--- src/rtl/gpr_pkg.sv ---
package gpr_pkg;
  localparam int unsigned OP_W = 5;

  typedef enum logic [OP_W-1:0] {
    OP_TRA = 5'd0,
    OP_INC = 5'd1,
    OP_ADD = 5'd2,
    OP_SUB = 5'd3,
    OP_DEC = 5'd6,
    OP_AND = 5'd8,
    OP_OR  = 5'd10,
    OP_XOR = 5'd12,
    OP_COM = 5'd14,
    OP_SHR = 5'd16,
    OP_SHL = 5'd24
  } alu_op_e;
endpackage

--- src/rtl/gpr_regfile.sv ---
module gpr_regfile #(
  parameter int unsigned DATA_W   = 8,
  parameter int unsigned NUM_REGS = 7,
  localparam int unsigned SEL_W   = $clog2(NUM_REGS + 1)
) (
  input  logic                             clk_i,
  input  logic                             rst_ni,
  input  logic [SEL_W-1:0]                 sel_d_i,
  input  logic [DATA_W-1:0]                wdata_i,
  output logic [NUM_REGS-1:0][DATA_W-1:0]  regs_o
);
  logic [NUM_REGS-1:0]             load_en;
  logic [NUM_REGS-1:0][DATA_W-1:0] regs_q;

  // destination decoder: code 0 selects nothing
  for (genvar g = 0; g < NUM_REGS; g++) begin : g_reg
    assign load_en[g] = (sel_d_i == SEL_W'(g + 1));

    always_ff @(posedge clk_i or negedge rst_ni) begin
      if (!rst_ni)         regs_q[g] <= '0;
      else if (load_en[g]) regs_q[g] <= wdata_i;
    end
  end

  assign regs_o = regs_q;

  p_onehot_load_r6: assert property (@(posedge clk_i) disable iff (!rst_ni)
    $onehot0(load_en));

  p_dest_write_r6: assert property (@(posedge clk_i) disable iff (!rst_ni)
    (sel_d_i != '0) |=> regs_q[$past(sel_d_i) - 1'b1] == $past(wdata_i));

  p_no_dest_hold_r7: assert property (@(posedge clk_i) disable iff (!rst_ni)
    (sel_d_i == '0) |=> $stable(regs_q));
endmodule

--- src/rtl/gpr_bus_mux.sv ---
module gpr_bus_mux #(
  parameter int unsigned DATA_W   = 8,
  parameter int unsigned NUM_REGS = 7,
  localparam int unsigned SEL_W   = $clog2(NUM_REGS + 1)
) (
  input  logic [NUM_REGS-1:0][DATA_W-1:0] regs_i,
  input  logic [DATA_W-1:0]               ext_i,
  input  logic [SEL_W-1:0]                sel_i,
  output logic [DATA_W-1:0]               bus_o
);
  always_comb begin
    bus_o = ext_i;
    for (int i = 0; i < NUM_REGS; i++) begin
      if (sel_i == SEL_W'(i + 1)) bus_o = regs_i[i];
    end
  end
endmodule

--- src/rtl/gpr_alu.sv ---
module gpr_alu
  import gpr_pkg::*;
#(
  parameter int unsigned DATA_W = 8
) (
  input  logic              clk_i,
  input  logic              rst_ni,
  input  logic [OP_W-1:0]   op_i,
  input  logic [DATA_W-1:0] a_i,
  input  logic [DATA_W-1:0] b_i,
  output logic [DATA_W-1:0] res_o,
  output logic              carry_o
);
  logic [DATA_W:0] sum;

  always_comb begin
    sum = '0;
    unique case (op_i)
      OP_TRA: sum = {1'b0, a_i};
      OP_INC: sum = {1'b0, a_i} + (DATA_W+1)'(1);
      OP_ADD: sum = {1'b0, a_i} + {1'b0, b_i};
      OP_SUB: sum = {1'b0, a_i} + {1'b0, ~b_i} + (DATA_W+1)'(1);
      OP_DEC: sum = {1'b0, a_i} + {1'b0, {DATA_W{1'b1}}};
      OP_AND: sum = {1'b0, a_i & b_i};
      OP_OR:  sum = {1'b0, a_i | b_i};
      OP_XOR: sum = {1'b0, a_i ^ b_i};
      OP_COM: sum = {1'b0, ~a_i};
      OP_SHR: sum = {a_i[0], 1'b0, a_i[DATA_W-1:1]};
      OP_SHL: sum = {a_i, 1'b0};
      default: sum = '0;
    endcase
  end

  assign res_o   = sum[DATA_W-1:0];
  assign carry_o = sum[DATA_W];

  p_shl_carry_r5: assert property (@(posedge clk_i) disable iff (!rst_ni)
    (op_i == OP_SHL) |-> (carry_o == a_i[DATA_W-1]) && (res_o[0] == 1'b0));

  p_logic_carry_r4: assert property (@(posedge clk_i) disable iff (!rst_ni)
    (op_i inside {OP_AND, OP_OR, OP_XOR, OP_COM}) |-> !carry_o);
endmodule

--- src/rtl/gpr_datapath.sv ---
module gpr_datapath
  import gpr_pkg::*;
#(
  parameter int unsigned DATA_W   = 8,
  parameter int unsigned NUM_REGS = 7,
  localparam int unsigned SEL_W   = $clog2(NUM_REGS + 1)
) (
  input  logic              clk_i,
  input  logic              rst_ni,
  input  logic [SEL_W-1:0]  sel_a_i,
  input  logic [SEL_W-1:0]  sel_b_i,
  input  logic [OP_W-1:0]   opr_i,
  input  logic [SEL_W-1:0]  sel_d_i,
  input  logic [DATA_W-1:0] ext_data_i,
  output logic [DATA_W-1:0] result_o,
  output logic              carry_o,
  output logic              zero_o
);
  logic [NUM_REGS-1:0][DATA_W-1:0] regs;
  logic [DATA_W-1:0]               bus_a, bus_b, alu_res;
  logic                            alu_carry, carry_q, zero_q;

  gpr_regfile #(.DATA_W(DATA_W), .NUM_REGS(NUM_REGS)) u_regfile (
    .clk_i  (clk_i),
    .rst_ni (rst_ni),
    .sel_d_i(sel_d_i),
    .wdata_i(alu_res),
    .regs_o (regs)
  );

  gpr_bus_mux #(.DATA_W(DATA_W), .NUM_REGS(NUM_REGS)) u_mux_a (
    .regs_i(regs), .ext_i(ext_data_i), .sel_i(sel_a_i), .bus_o(bus_a)
  );

  gpr_bus_mux #(.DATA_W(DATA_W), .NUM_REGS(NUM_REGS)) u_mux_b (
    .regs_i(regs), .ext_i(ext_data_i), .sel_i(sel_b_i), .bus_o(bus_b)
  );

  gpr_alu #(.DATA_W(DATA_W)) u_alu (
    .clk_i  (clk_i),
    .rst_ni (rst_ni),
    .op_i   (opr_i),
    .a_i    (bus_a),
    .b_i    (bus_b),
    .res_o  (alu_res),
    .carry_o(alu_carry)
  );

  // flags follow every operation, written or not
  always_ff @(posedge clk_i or negedge rst_ni) begin
    if (!rst_ni) begin
      carry_q <= 1'b0;
      zero_q  <= 1'b0;
    end else begin
      carry_q <= alu_carry;
      zero_q  <= (alu_res == '0);
    end
  end

  assign result_o = alu_res;
  assign carry_o  = carry_q;
  assign zero_o   = zero_q;

  p_ext_on_bus_r2: assert property (@(posedge clk_i) disable iff (!rst_ni)
    (opr_i == OP_TRA && sel_a_i == '0) |-> result_o == ext_data_i);

  p_zero_flag_r8: assert property (@(posedge clk_i) disable iff (!rst_ni)
    1'b1 |=> zero_o == ($past(result_o) == '0));
endmodule

--- config.mk ---
export PLATFORM = sky130hd
export DESIGN_NAME = gpr_datapath
export DESIGN_NICKNAME = d
export VERILOG_FILES = /design/src/rtl/gpr_pkg.sv /design/src/rtl/gpr_regfile.sv /design/src/rtl/gpr_bus_mux.sv /design/src/rtl/gpr_alu.sv /design/src/rtl/gpr_datapath.sv
export SDC_FILE = /design/constraint.sdc
export NUM_CORES = 1
export LEC_CHECK = 0
export ABC_AREA = 1
export BUFFER_PORTS_ARGS = -buffer_cell sky130_fd_sc_hd__buf_4
export CORE_ASPECT_RATIO = 1.25
export CORE_UTILIZATION = 65
export DETAILED_ROUTE_END_ITERATION = 10
export GPL_ROUTABILITY_DRIVEN = 0
export PLACE_DENSITY = 0.85
export SYNTH_ARGS = -nofsm -noshare
export SYNTH_HDL_FRONTEND = slang
export SYNTH_SLANG_ARGS = --single-unit
--- constraint.sdc ---
create_clock -name clk_i -period 6.31 [get_ports clk_i]
set_input_delay 0.631 -clock clk_i [delete_from_list [all_inputs] [get_ports clk_i]]
set_output_delay 0.631 -clock clk_i [all_outputs]
set_load 0.005 [all_outputs]
==> results.toml <==
[worst_setup_path]
cp.arrival_ns = 4.40
slowest_delay_ns = 0.46
cp_max_fo = 9
crit_top_cell = "nand2_1"
ff2ff_setup_slack_ns = 2.66
end_kind = "output port"
r2r_end = "zero_o$_DFF_PN0_"
path_class = "input pin to output port"
start_kind = "input pin"
reg2regPathDepth = 21
critPathSlowestCell = "o21ai_0"
r2r_start = "u_regfile.regs_o[6]$_DFFE_PN0N_"
crit_chain = "buf_4 -> inv_1 -> nand3_1 -> inv_2 -> nand2_1 -> o21ai_0 -> o21ai_0 -> o211ai_1 -> a41oi_1 -> o21ai_0 -> a21oi_1 -> ha_1 -> nand2_1 -> nor3_1 -> nand2_1 -> nand3_1 -> or2_2 -> nand3_1 -> nand2_1 -> nor2_1 -> nand3_2 -> buf_4"
required_ns = 5.68

[global_route]
grt_pass1_wl_microns = 25800
track_usage = 0.422
grt_pass1_vias = 5519
overflow = 0
antenna_found_initial = 0
grt_max_degree = 59

[sta]
rsz0062_at_grt = "no"
fin_crit_ns = 5.03
setup_violations = 0
setup_tns_ns = 0
slew_viol_final = 0
tightest_slew_ns = 1.18
clock.fmax_ghz = 0.199
skew_ns = 0.0105
hold_violations = 0
slew_headroom = 0.206
whs_ns = 0.349
post-route-period-util = 0.797

[detailed_routing]
drc = 0
vias = 5771
ant_nets = 0
wl_per_cell_microns = 17.7
routed_wl_microns = 16200
firstDrtPassIters = 5
drtIter0Drc = 575
via_per_inst = 6.29

[layout]
syn_to_final_growth_pct = 11.7
n_antenna_cell = 0
final_cells = 918
mostFrequentLayoutCells = "206 x nand2_1, 117 x inv_1, 94 x o21ai_0"
drive_above_1_share = 0.104
nets = 879
final_common_cell = "nand2_1"

[power_and_ir_drop]
swShare = 0.393
cellPowerDensity_nw_per_um2 = 252
vdd_drop_max_v = 0.000289
switchingPower_w = 0.000556
p_int_w = 0.000859
p_clk_frac = 0.292
p_seq_frac = 0.348
p_comb_frac = 0.360
p_leak_nw = 2.87

[clock_tree]
clk_pin_slew_ns = 0.07
cts_max_level = 3
clk_latency_ns = 0.34
cts_buffers = 9
cts_sinks = 58
cts_resized = 0
cts-root-buf = "clkbuf_8"
postCtsSetupRepairBufs = 0
clockBufferDepth = 2
hold_buffers = 0
cts_tree = "yes"

[synthesis]
synth_area_leaders = "dfrtp_1 29%, nand2_1 15%, o21ai_0 9.3%"
netlist.area_leader.share = 0.288
ys_types = 41
synth_compound_area_frac = 0.204
syn_inst = 781
synth-seq-area-share = 0.288
ys_ff_latch = 58
ys_warn_count = 0
synth_edf_count = 0
avgSynthCellArea_sq_um = 6.45
syn_area_sq_um = 5030
muxShareOfSynthArea = 0
synthArstFlopShare = 1.00
synthXorXnorAreaFrac = 0.00174
syn_nets = 839
ys.flop_type = "dfrtp_1"
synth_top_family_by_area = "simple AND/OR/NAND/NOR gates"
yosysTopAreaCell = "dfrtp_1"
synth_fa_ha_area_frac = 0.0875
synth-simple-area-share = 0.313

[placement]
dp_cells = 902
io_buffer_count = 33
dp_hpwl_microns = 12200

[status]
status = "completed"

[floorplanning]
io_pins = 34
die_h_microns = 100
rows = 35
chipWidth_microns = 80.7
die-area_sq_um = 8100
core_sq_um = 7440
initial_core_util = 0.676

[hold_path]
hp-class = "input pin to asynchronous set/reset pin"

[job]
drv_cap = 0
[layer usage]
metal,vias to the layer above,GRT usage,part of all wire
met5,-,0,0
met4,0,0.321,0.079
met3,135,0.0964,0.085
met2,411,0.731,0.49
met1,2579,0.435,0.35
li1,2646,-,-
[Yosys cell counts (all sizes together) (5+ instances only)]
master,n
nor2,55
clkbuf,7
nand2,220
nand3b,5
o211ai,9
inv,125
a21oi,49
nand3,64
nor3,14
o21ai,102
dfrtp,58
ha,32
[registers in the layout (all words and copies together) (netlist names)]
name,cells
carry_o,1
zero_o,1
u_regfile.regs_o,56
[final cells by class]
cell class | count | area (sq um)
tap | 92 | 115
fill | 640 | 1820
multi-input combinational | 587 | 3060
timing repair buffer | 38 | 285
inverter | 127 | 478
sequential | 58 | 1450
clock inverter | 4 | 72.6
clock buffer | 12 | 165
[how the worst max path moves through the flow]
stage	startpoint	endpoint	cells after the start
6_report	sel_b_i[2]	result_o[7]	22
2_1_floorplan	sel_b_i[1]	result_o[7]	15
5_1_grt	sel_b_i[2]	result_o[7]	24
4_1_cts	sel_b_i[2]	result_o[7]	22
3_5_place_dp	sel_b_i[2]	result_o[7]	22
3_3_place_gp	sel_b_i[2]	result_o[7]	24
[worst max-delay path: cells and delay by family]
family,cells,cell delay (ns)
simple gates,11,1.50
fa+ha+maj,1,0.38
buf+inv,4,0.75
compound gates,6,1.12
[cell families after synthesis]
family,Yosys count
AOI/OAI and AO/OA,186
xor gates and xnor gates,1
adders and majority gates,34
buffers and inverters,136
DFF,58
and+or+nand+nor,366
[per-stage QoR]
step | cell area (sq um) | setup slack [ns] | util | power [W]
2_1_floorplan | 5030 | 2.42 | - | 0.000810
3_3_place_gp | 5390 | 1.63 | 0.723 | 0.000962
3_5_place_dp | 5390 | 1.46 | 0.723 | 0.000981
4_1_cts | 5620 | 1.44 | 0.755 | 0.00140
5_1_grt | 5620 | 0.989 | 0.755 | 0.00149
6_report | 5620 | 1.28 | 0.755 | 0.00142
[power groups by stage]
stage | logic, W | registers (W) | clock network (W)
after floorplan | 0.000332 | 0.000478 | 0
after detailed placement | 0.000486 | 0.000495 | 0
after CTS | 0.000491 | 0.000489 | 0.000417
final | 0.000510 | 0.000492 | 0.000414
after global placement | 0.000468 | 0.000494 | 0
after global routing | 0.000563 | 0.000496 | 0.000428
No activity file was read; power rests on OpenSTA's default activity.
